`config.mk`:
```
export PLATFORM = sky130hd
export DESIGN_NAME = evt_chan
export DESIGN_NICKNAME = d
export VERILOG_FILES = /design/src/rtl/evt_chan_pkg.sv /design/src/rtl/evt_chan_cfg.sv /design/src/rtl/evt_chan_cmp.sv /design/src/rtl/evt_chan_fire.sv /design/src/rtl/evt_chan_route.sv /design/src/rtl/evt_chan.sv
export SDC_FILE = /design/constraint.sdc
export NUM_CORES = 1
export LEC_CHECK = 0
export BUFFER_PORTS_ARGS = -buffer_cell sky130_fd_sc_hd__buf_2
export CAP_MARGIN = 40
export CORE_MARGIN = 3
export CORE_UTILIZATION = 44
export DETAILED_ROUTE_END_ITERATION = 12
export GPL_ROUTABILITY_DRIVEN = 1
export PLACE_DENSITY = 0.77
export SYNTH_ARGS = -nofsm -noshare
export SYNTH_HDL_FRONTEND = slang
export SYNTH_SLANG_ARGS = --single-unit
export TNS_END_PERCENT = 5
```
`constraint.sdc`:
```
create_clock -name clk -period 5.8 [get_ports clk]
set_input_delay 1.16 -clock clk [delete_from_list [all_inputs] [get_ports clk]]
set_output_delay 1.16 -clock clk [all_outputs]
set_load 0.02 [all_outputs]
```
`src/rtl/evt_chan_pkg.sv`:
```
// Shared constants and types for the event timer comparator channel.
// Assumes a fixed layout of the configuration word: the bit positions below
// are decoded by software and must not move.
package evt_chan_pkg;

    localparam int CFG_LVL_B   = 1;   // level-type request, not supported
    localparam int CFG_EN_B    = 2;   // channel enable
    localparam int CFG_PER_B   = 3;   // periodic mode
    localparam int CFG_PCAP_B  = 4;   // periodic-capable (read only)
    localparam int CFG_WCAP_B  = 5;   // 64-bit-capable (read only)
    localparam int CFG_SETV_B  = 6;   // set-value escape
    localparam int CFG_M32_B   = 8;   // 32-bit mode
    localparam int CFG_RTE_LSB = 9;   // route field low bit
    localparam int RTE_W       = 5;   // route field width
    localparam int NLINES      = 1 << RTE_W;

    // Decoded configuration fields.
    typedef struct packed {
        logic             en;
        logic             periodic;
        logic             setval;
        logic             mode32;
        logic [RTE_W-1:0] route;
    } chan_cfg_t;

endpackage

```
`src/rtl/evt_chan_cfg.sv`:
```
// Configuration register of one channel.
// Holds only the writable bits; capability bits and the allowed-route mask
// are constants merged into the readback. Assumes at most one write strobe
// per cycle.
module evt_chan_cfg
    import evt_chan_pkg::*;
#(
    parameter int                WORD_W    = 32,
    parameter logic [WORD_W-1:0] ROUTE_CAP = 32'h0000_0C20
) (
    input  logic                clk,
    input  logic                rst_n,
    input  logic                cfg_wr,
    input  logic                cmp_wr,
    input  logic [WORD_W-1:0]   wdata,
    output chan_cfg_t           cfg,
    output logic [2*WORD_W-1:0] cfg_rd
);

    localparam logic [WORD_W-1:0] WR_MASK =
        WORD_W'((32'h1 << CFG_EN_B) | (32'h1 << CFG_PER_B) |
                (32'h1 << CFG_SETV_B) | (32'h1 << CFG_M32_B) |
                (((32'h1 << RTE_W) - 32'h1) << CFG_RTE_LSB));
    localparam logic [WORD_W-1:0] CAP_BITS =
        WORD_W'((32'h1 << CFG_PCAP_B) | (32'h1 << CFG_WCAP_B));

    logic [WORD_W-1:0] cfg_q;

    // Store writable bits; a comparator write drops the set-value bit.
    always_ff @(posedge clk) begin
        if (!rst_n) begin
            cfg_q <= '0;
        end else if (cfg_wr) begin
            cfg_q <= wdata & WR_MASK;
        end else if (cmp_wr) begin
            cfg_q[CFG_SETV_B] <= 1'b0;
        end
    end

    // Decode fields and build the readback word.
    always_comb begin
        cfg.en       = cfg_q[CFG_EN_B];
        cfg.periodic = cfg_q[CFG_PER_B];
        cfg.setval   = cfg_q[CFG_SETV_B];
        cfg.mode32   = cfg_q[CFG_M32_B];
        cfg.route    = cfg_q[CFG_RTE_LSB +: RTE_W];
        cfg_rd       = {ROUTE_CAP, cfg_q | CAP_BITS};
    end

endmodule

```
`src/rtl/evt_chan_cmp.sv`:
```
// Comparator and period registers of one channel.
// Steers half-word writes to comparator or period, truncates both when the
// 32-bit mode is written, and applies the periodic advance. Software writes
// take priority over the advance in the same cycle.
module evt_chan_cmp #(
    parameter int WORD_W = 32
) (
    input  logic                clk,
    input  logic                rst_n,
    input  logic                periodic,
    input  logic                setval,
    input  logic                mode32,
    input  logic                trunc_wr,
    input  logic                lo_wr,
    input  logic                hi_wr,
    input  logic [WORD_W-1:0]   wdata,
    input  logic                advance,
    output logic [2*WORD_W-1:0] cmp,
    output logic [2*WORD_W-1:0] per
);

    localparam int CNT_W = 2 * WORD_W;

    logic                to_cmp;
    logic [WORD_W-1:0]   wdata_clip;
    logic [WORD_W-1:0]   per_lo_wd;
    logic [WORD_W-1:0]   sum_lo;
    logic [CNT_W-1:0]    cmp_next;

    // Pick the target of a half write and the masked period data.
    always_comb begin
        to_cmp     = !periodic || setval;
        wdata_clip = {1'b0, wdata[WORD_W-2:0]};
        per_lo_wd  = mode32 ? wdata_clip : wdata;
        sum_lo     = cmp[WORD_W-1:0] + per[WORD_W-1:0];
        cmp_next   = mode32 ? {{WORD_W{1'b0}}, sum_lo} : (cmp + per);
    end

    // Update comparator and period from writes, truncation or advance.
    always_ff @(posedge clk) begin
        if (!rst_n) begin
            cmp <= '1;
            per <= '0;
        end else if (trunc_wr) begin
            cmp[CNT_W-1:WORD_W] <= '0;
            per[CNT_W-1:WORD_W] <= '0;
        end else if (lo_wr) begin
            if (to_cmp) begin
                cmp[WORD_W-1:0] <= wdata;
            end else begin
                per[WORD_W-1:0] <= per_lo_wd;
            end
        end else if (hi_wr) begin
            if (to_cmp) begin
                cmp[CNT_W-1:WORD_W] <= wdata;
            end else begin
                per[CNT_W-1:WORD_W] <= wdata_clip;
            end
        end else if (advance) begin
            cmp <= cmp_next;
        end
    end

endmodule

```
`src/rtl/evt_chan_fire.sv`:
```
// Match and wrap detection of one channel.
// A match is a signed difference of counter minus comparator that is not
// negative, taken over 32 or 64 bits. One-shot channels fire once per arming;
// periodic channels fire on every match and request an advance. Assumes the
// counter is sampled every cycle so that a wrap step is seen.
module evt_chan_fire #(
    parameter int WORD_W = 32
) (
    input  logic                clk,
    input  logic                rst_n,
    input  logic [2*WORD_W-1:0] cnt,
    input  logic [2*WORD_W-1:0] cmp,
    input  logic [2*WORD_W-1:0] per,
    input  logic                en,
    input  logic                periodic,
    input  logic                mode32,
    input  logic                glb_en,
    input  logic                cmp_wr,
    output logic                fire,
    output logic                advance
);

    localparam int CNT_W = 2 * WORD_W;

    logic              armed;
    logic              active_q;
    logic [WORD_W-1:0] prev_lo;
    logic              prev_vld;

    logic              active;
    logic              act_rise;
    logic [CNT_W-1:0]  diff;
    logic              reached;
    logic              per_mode;
    logic              match_fire;
    logic              wrap_ev;

    // Evaluate match, wrap and the resulting fire decision.
    always_comb begin
        active     = glb_en && en;
        act_rise   = active && !active_q;
        diff       = cnt - cmp;
        reached    = mode32 ? !diff[WORD_W-1] : !diff[CNT_W-1];
        per_mode   = periodic && (per != '0);
        match_fire = active && armed && reached && !cmp_wr;
        wrap_ev    = active && armed && mode32 && !periodic && !cmp_wr &&
                     prev_vld && (prev_lo == '1) && (cnt[WORD_W-1:0] == '0);
        fire       = match_fire || wrap_ev;
        advance    = match_fire && per_mode;
    end

    // Arming state: set by writes, cleared by a one-shot match.
    always_ff @(posedge clk) begin
        if (!rst_n) begin
            armed <= 1'b0;
        end else if (cmp_wr) begin
            armed <= 1'b1;
        end else if (match_fire && !per_mode) begin
            armed <= 1'b0;
        end else if (act_rise) begin
            armed <= 1'b1;
        end
    end

    // History of enable and low counter word for edge and wrap detection.
    always_ff @(posedge clk) begin
        if (!rst_n) begin
            active_q <= 1'b0;
            prev_lo  <= '0;
            prev_vld <= 1'b0;
        end else begin
            active_q <= active;
            prev_lo  <= cnt[WORD_W-1:0];
            prev_vld <= 1'b1;
        end
    end

endmodule

```
`src/rtl/evt_chan_route.sv`:
```
// Interrupt line selection and output register of one channel.
// Legacy mapping overrides the route field for channels 0 and 1 only.
// Produces a registered one-hot pulse, one bit per line.
module evt_chan_route #(
    parameter int RTE_W      = 5,
    parameter int CHAN_ID    = 0,
    parameter bit APIC_ROUTE = 1'b1
) (
    input  logic                clk,
    input  logic                rst_n,
    input  logic                legacy,
    input  logic [RTE_W-1:0]    route,
    input  logic                fire,
    output logic [(1<<RTE_W)-1:0] irq
);

    localparam int          NL   = 1 << RTE_W;
    localparam logic [RTE_W-1:0] LEG0 = APIC_ROUTE ? RTE_W'(2) : RTE_W'(0);
    localparam logic [RTE_W-1:0] LEG1 = RTE_W'(8);

    logic [RTE_W-1:0] line;

    // Choose the target line from legacy mapping or the route field.
    always_comb begin
        if (legacy && (CHAN_ID == 0)) begin
            line = LEG0;
        end else if (legacy && (CHAN_ID == 1)) begin
            line = LEG1;
        end else begin
            line = route;
        end
    end

    for (genvar gi = 0; gi < NL; gi++) begin : g_line
        // Register the pulse for this line.
        always_ff @(posedge clk) begin
            if (!rst_n) begin
                irq[gi] <= 1'b0;
            end else begin
                irq[gi] <= fire && (line == RTE_W'(gi));
            end
        end
    end

endmodule

```
`src/rtl/evt_chan.sv`:
```
// Top of one event timer comparator channel.
// Ties together the configuration, comparator, detection and routing parts.
// Assumes the caller issues at most one write strobe per cycle and writes the
// upper comparator half before the lower one when arming a 64-bit match.
module evt_chan
    import evt_chan_pkg::*;
#(
    parameter int                WORD_W     = 32,
    parameter int                CHAN_ID    = 0,
    parameter bit                APIC_ROUTE = 1'b1,
    parameter logic [WORD_W-1:0] ROUTE_CAP  = 32'h0000_0C20
) (
    input  logic                clk,
    input  logic                rst_n,
    input  logic [2*WORD_W-1:0] cnt_i,
    input  logic                glb_en_i,
    input  logic                legacy_i,
    input  logic                cfg_wr_i,
    input  logic                cmp_lo_wr_i,
    input  logic                cmp_hi_wr_i,
    input  logic [WORD_W-1:0]   wdata_i,
    output logic [2*WORD_W-1:0] cfg_o,
    output logic [2*WORD_W-1:0] cmp_o,
    output logic [2*WORD_W-1:0] per_o,
    output logic [NLINES-1:0]   irq_o
);

    chan_cfg_t cfg;
    logic      cmp_wr;
    logic      trunc_wr;
    logic      chan_fire;
    logic      chan_adv;

    // Combine strobes used by more than one part.
    always_comb begin
        cmp_wr   = cmp_lo_wr_i || cmp_hi_wr_i;
        trunc_wr = cfg_wr_i && wdata_i[CFG_M32_B];
    end

    evt_chan_cfg #(
        .WORD_W    (WORD_W),
        .ROUTE_CAP (ROUTE_CAP)
    ) u_cfg (
        .clk    (clk),
        .rst_n  (rst_n),
        .cfg_wr (cfg_wr_i),
        .cmp_wr (cmp_wr),
        .wdata  (wdata_i),
        .cfg    (cfg),
        .cfg_rd (cfg_o)
    );

    evt_chan_cmp #(
        .WORD_W (WORD_W)
    ) u_cmp (
        .clk      (clk),
        .rst_n    (rst_n),
        .periodic (cfg.periodic),
        .setval   (cfg.setval),
        .mode32   (cfg.mode32),
        .trunc_wr (trunc_wr),
        .lo_wr    (cmp_lo_wr_i),
        .hi_wr    (cmp_hi_wr_i),
        .wdata    (wdata_i),
        .advance  (chan_adv),
        .cmp      (cmp_o),
        .per      (per_o)
    );

    evt_chan_fire #(
        .WORD_W (WORD_W)
    ) u_fire (
        .clk      (clk),
        .rst_n    (rst_n),
        .cnt      (cnt_i),
        .cmp      (cmp_o),
        .per      (per_o),
        .en       (cfg.en),
        .periodic (cfg.periodic),
        .mode32   (cfg.mode32),
        .glb_en   (glb_en_i),
        .cmp_wr   (cmp_wr),
        .fire     (chan_fire),
        .advance  (chan_adv)
    );

    evt_chan_route #(
        .RTE_W      (RTE_W),
        .CHAN_ID    (CHAN_ID),
        .APIC_ROUTE (APIC_ROUTE)
    ) u_route (
        .clk    (clk),
        .rst_n  (rst_n),
        .legacy (legacy_i),
        .route  (cfg.route),
        .fire   (chan_fire),
        .irq    (irq_o)
    );

endmodule

```
Word level (Yosys, flattened, before mapping)
Index checks and enable logic that the tools add are counted.
{ "word_totals": {"n_memories": 0, "wordCells": 170, "input_bits": 103, "regBits": 203, "ramBits": 0, "latchBits": 0, "output_inout_bits": 224, "rom_bits": 0} }
{ "classes": {"n_bitwise": 4, "add_sub_neg": 3, "n_shift": 0, "n_mul": 0, "eq_ne": 36, "n_div": 0, "reduce_logical": 68, "n_lt_le_gt_ge": 0, "muxes": 17} }
{ "op_table": {"columns": ["operator", "count"], "rows": [
  ["two-way mux 32 bit", 7],
  ["two-way mux 64 bit", 2],
  ["== test 5 bit (second input constant)", 16],
  ["adder 64 x 63 -> 64 bit", 1],
  ["nonzero test 64 bit", 1],
  ["subtractor 64 bit", 1],
  ["logical AND 1 bit", 47],
  ["== test 5 x 4 -> 1 bit (second input constant)", 8],
  ["adder 32 bit", 1],
  ["== test 32 bit (second input constant)", 1],
  ["logical NOT 32 bit", 1],
  ["== test 5 x 3 -> 1 bit (second input constant)", 4],
  ["== test 5 x 2 -> 1 bit (second input constant)", 2],
  ["AND reduction 3 bit", 3],
  ["two-way mux 1 bit", 7],
  ["logical NOT 1 bit", 6],
  ["nonzero test 3 bit", 2],
  ["== test 5 x 1 -> 1 bit (second input constant)", 1],
  ["logical NOT 5 bit", 1],
  ["two-way mux 5 bit", 1],
  ["inequality test 2 x 1 -> 1 bit (second input constant)", 2],
  ["inverter 1 bit", 4],
  ["AND reduction 4 bit", 1],
  ["nonzero test 2 bit", 2],
  ["4 further kinds", 6]
]} }

Longest topological paths before layout
{ "logic_depth": {"ltp_word": 10, "depth_mapped": 14, "ltp_nobuf": 12} }

Hierarchy
From an unflattened synthesis, not the netlist that was laid out.
{ "unflattened": {"cells_unflattened": 1695, "area_unflattened_um2": 13296.5} }
{ "modules_own_cells": {"columns": ["mod", "n_inst", "seq_area_each_um2", "cells_per_inst", "area_per_inst_um2"], "rows": [
  ["evt_chan_cmp", 1, 2542.4, 1154, 8575.7],
  ["evt_chan_fire", 1, 700.7, 359, 2906.5],
  ["evt_chan_route", 1, 640.6, 86, 973.4],
  ["evt_chan_cfg", 1, 180.2, 94, 828.3],
  ["evt_chan", 1, 0.0, 2, 12.5]
]} }

Least setup slack after synthesis
No wires, ideal clock.
{ "synth_timing": {"path_type": "input port to flip-flop", "from": "input port cnt_i[28]", "to": "register u_cmp.cmp[51]", "n_path_buf": 2, "setup_time_ns": 0.116, "required_ns": 5.684, "path_slack_ns": 2.033, "arrival_ns": 3.651, "cell_stages": 13, "path_cell_list": "ha_1 -> a21o_1 -> a21o_1 -> a221oi_1 -> o21ai_0 -> nor2b_1 -> nor3_2 -> mux2_4 -> o21ai_4 -> buf_6 -> buf_2 -> o2111ai_1 -> o211a_1"} }
{ "synth_between": {"elab_chain_len": 8} }
{ "synth_rtl": {"columns": ["element", "line", "text"], "rows": [
  ["start: declaration", "evt_chan.sv:15", "input logic [2*WORD_W-1:0] cnt_i,"],
  ["subtractor 64 bit (*)", "evt_chan_fire.sv:42", "diff = cnt - cmp;"],
  ["logical NOT 1 bit", "evt_chan_fire.sv:43", "reached = mode32 ? !diff[WORD_W-1] : !diff[CNT_W-1];"],
  ["two-way mux 1 bit (*)", "evt_chan_fire.sv:43", null],
  ["logical AND 1 bit (*) (2 in a row)", "evt_chan_fire.sv:45", "match_fire = active && armed && reached && !cmp_wr;"],
  ["logical AND 1 bit (*)", "evt_chan_fire.sv:49", "advance = match_fire && per_mode;"],
  ["nonzero test 3 bit (no line) (*)", null, null],
  ["AND reduction 3 bit (no line) (*)", null, null],
  ["end signal: indexed assignment", "evt_chan_cmp.sv:49", "cmp[WORD_W-1:0] <= wdata;"],
  ["end signal: indexed assignment", "evt_chan_cmp.sv:55", "cmp[CNT_W-1:WORD_W] <= wdata;"],
  ["end signal: assignment", "evt_chan_cmp.sv:60", "cmp <= cmp_next;"],
  ["end: declaration", "evt_chan_cmp.sv:18", "output logic [2*WORD_W-1:0] cmp,"]
]} }
Every way passes the cells marked *; elsewhere a longest branch is shown, timed or not.
A chain may end at the register's enable or synchronous reset.

Final worst setup path
{ "layout_timing": {"from": "input port cnt_i[53]", "to": "register u_cmp.cmp[37]"} }
{ "layout_between": {"elab_chain_len": 8} }
{ "layout_rtl": {"columns": ["element", "line"], "rows": [
  ["subtractor 64 bit", "evt_chan_fire.sv:42"],
  ["logical NOT 1 bit", "evt_chan_fire.sv:43"],
  ["two-way mux 1 bit", "evt_chan_fire.sv:43"],
  ["logical AND 1 bit (2 in a row)", "evt_chan_fire.sv:45"],
  ["logical AND 1 bit", "evt_chan_fire.sv:49"],
  ["nonzero test 3 bit (no line)", null],
  ["AND reduction 3 bit (no line)", null]
]} }
Every way passes these cells.

==> impl_metrics.json <==
{
  "clock_latency_ns": 0.54,
  "yosysUniqueCellTypes": 76,
  "fmax_mhz": 229.4,
  "yosys.area.top_type": "dfxtp_1",
  "cts-root-buf": "clkbuf_16",
  "cts_hold_buf": 0,
  "path_class": "input port to flip-flop",
  "avgSynthCellArea_sq_um": 7.772,
  "p_per_area_mw_per_mm2": 271.2,
  "ys_async_sr_fraction_pct": 0,
  "dpl_cell_area_sq_mm": 0.01503,
  "worst_slack_ns": 1.441,
  "grt-ovfl-total": 0,
  "wl_per_cell_um": 22.36,
  "ys_ff_latch": 203,
  "drt_iter0_drc": 1619,
  "core_area_sq_mm": 0.03011,
  "pin_count": 327,
  "portBuffers": 270,
  "synthToLayoutAreaGrowth_pct": 16.49,
  "cts_made_buffers": 24,
  "fin_setup_tns_ns": 0,
  "cp.required_ns": 6.18,
  "syn_area_sq_mm": 0.01365,
  "wirelength_mm": 53.19,
  "irDropWorstVdd_mv": 0.2466,
  "hold_viol": 0,
  "cts.clk_slew.worst_paths_ns": 0.05,
  "netlist_instances": 1756,
  "grt_pass1_vias": 13420,
  "rows": 63,
  "final_core_util_pct": 52.80,
  "multiInputGateArea_sq_mm": 0.008633,
  "timing.hold.ws_ns": 0.4951,
  "finalCritPeriodShare_pct": 75.15,
  "status": "finished clean",
  "final_cell_mix": "270 x buf_2, 236 x nand2_1, 203 x dfxtp_1, 202 x a21oi_1, 125 x ha_1",
  "finalNonFillerCells": 2379,
  "max_stage_delay_ns": 0.63,
  "start_util_pct": 45.33,
  "synth-edff-count": 0,
  "drcViolationCount": 0,
  "yosys_most_used_dff": "dfxtp_1",
  "nets": 2201,
  "critPathCaptureType": "flip-flop",
  "cap_violations": 0,
  "cts_resized": 0,
  "yosys-top-cells-area": "dfxtp_1 30%, ha_1 11%, a21oi_1 7.4%, nand2_1 6.5%, o21ai_0 3.4%",
  "vias_per_cell": 6.045,
  "htree_levels": 1,
  "dp_cells": 2336,
  "cp-start-kind": "input port",
  "slew_violations": 0,
  "cp_top_family": "compound AO/OA/AOI/OAI gates",
  "antenna_found_initial": 2,
  "die_h_um": 182.1,
  "pre_cts_ws_ns": 0.9840,
  "synth.top_cell.area_share_pct": 29.78,
  "final_area_sq_mm": 0.01590,
  "fill_cells": 2934,
  "dr_total_vias": 14380,
  "cp_max_fo": 21,
  "min_path_type": "flip-flop to flip-flop",
  "mostFrequentLayoutCell": "buf_2",
  "rsz0062_at_grt": "no",
  "power.net_switching_mw": 1.465,
  "cp_slowest_cell": "o21ai_4",
  "dp_hpwl_mm": 41.27,
  "cts_max_path_buffers": 3,
  "relSlewSlack_pct": 41.22,
  "firstDrtPassIters": 7,
  "power_mw": 4.312,
  "power_frac_seq_pct": 36.0,
  "p_leak_nw": 7.756,
  "cts_tree": "built",
  "cp.buffers_inverters": 2,
  "drtAntennaViolNets": 0,
  "yosysWarnings": 0,
  "clockPowerShare_pct": 38.5,
  "fin_crit_ns": 4.359,
  "fin_worst_skew_ns": 0.01984,
  "die_x_um": 182.1,
  "grt_pass1_wl_mm": 79.84,
  "cts_setup_buffers": 0,
  "seq_area_sq_mm": 0.004064,
  "worst_pin_slew_ns": 0.8736,
  "gp_congestion": 0.9640,
  "drive_gt1_share_pct": 18.21,
  "sw_frac_of_total_pct": 33.97,
  "p_int_mw": 2.847,
  "cts.sinks": 203,
  "dieArea_sq_mm": 0.03317,
  "grt_max_degree": 68,
  "seq_area_frac_synth_pct": 29.78,
  "worstPathCellList": "buf_2, ha_1, nand4_1, or2_2, nor2_1, o311ai_0, a21oi_1, nor3_2, mux2_4, o21ai_4, buf_4, mux2i_1, o21ai_0",
  "finalSetupViolCount": 0,
  "cp_data_arrival_time_ns": 4.74,
  "track_usage_pct": 30.56,
  "p_comb_share_pct": 25.5
}
## Yosys cell counts, types with 27 or more instances
| cell | n |
|---|---|
| a21oi_1 | 202 |
| inv_1 | 88 |
| a21o_1 | 53 |
| nand2_1 | 236 |
| nor2_1 | 119 |
| nand3_1 | 27 |
| xnor2_1 | 35 |
| clkbuf_1 | 75 |
| buf_4 | 60 |
| and2_1 | 36 |
| dfxtp_1 | 203 |
| nand4_1 | 48 |
| nor4_1 | 28 |
| ha_1 | 125 |
| o21ai_0 | 92 |
## layout make-up
cell class	count	area share (%)
diodes	1	0.01574
repair buffers	289	9.546
multi-input cells	1366	54.30
clock buffers	30	4.234
clock inverters	12	1.196
flip-flops and latches	203	25.56
well taps	390	3.069
inverters	88	2.078
## routing by layer
metal,routed length (um),GRT usage (%),vias up
met2,23160,47.42,832
met1,21740,41.51,6790
met4,2630,13.22,2
met3,5642,5.800,124
li1,-,-,6634
met5,13,0,-
## registers in the layout, summed over array words and instances (netlist names)
signal and flops:
u_cfg.cfg_q 9, u_fire.active_q 1, u_cmp.per 63, u_fire.armed 1, u_cmp.cmp 64, u_fire.prev_lo 32
u_route.irq 32, u_fire.prev_vld 1
## tightest hold or removal path, delay by kind of cell (launching register included)
kind               cells  cell delay [ns]
AOI/OAI and AO/OA      1             0.05
DFF                    1             0.33
and+or+nand+nor        1             0.06
## cell families after synthesis
logic type | share of synthesized area (%)
mux | 1.733
buf+inv | 8.489
xor+xnor | 3.465
fa+ha+maj | 11.61
flops | 29.78
compound gates | 25.38
simple gates | 19.49
other cells | 0.05503
## worst paths after layout
path / slack, ns / endpoint / cells past startpoint / from
worst max register to register: 1.63 / u_cmp.cmp[37]$_SDFFE_PN1P_ / 13 / u_cmp.cmp[53]$_SDFFE_PN1P_
worst min-delay path: 0.50 / u_cmp.per[49]$_SDFFE_PP0P_ / 2 / u_cmp.per[49]$_SDFFE_PP0P_
worst max-delay path: 1.44 / u_cmp.cmp[37]$_SDFFE_PN1P_ / 13 / cnt_i[53]
worst min register to register: 0.50 / u_cmp.per[49]$_SDFFE_PP0P_ / 2 / u_cmp.per[49]$_SDFFE_PP0P_
## power by group through the flow
stage / clock (mW) / sequential [mW] / combinational, mW
floorplan: 0 / 1.60 / 0.716
global route: 1.71 / 1.56 / 1.20
global placement: 0 / 1.58 / 1.06
CTS: 1.67 / 1.55 / 1.08
detailed placement: 0 / 1.58 / 1.07
finish: 1.66 / 1.55 / 1.10
No activity file was read; power rests on OpenSTA's default activity.
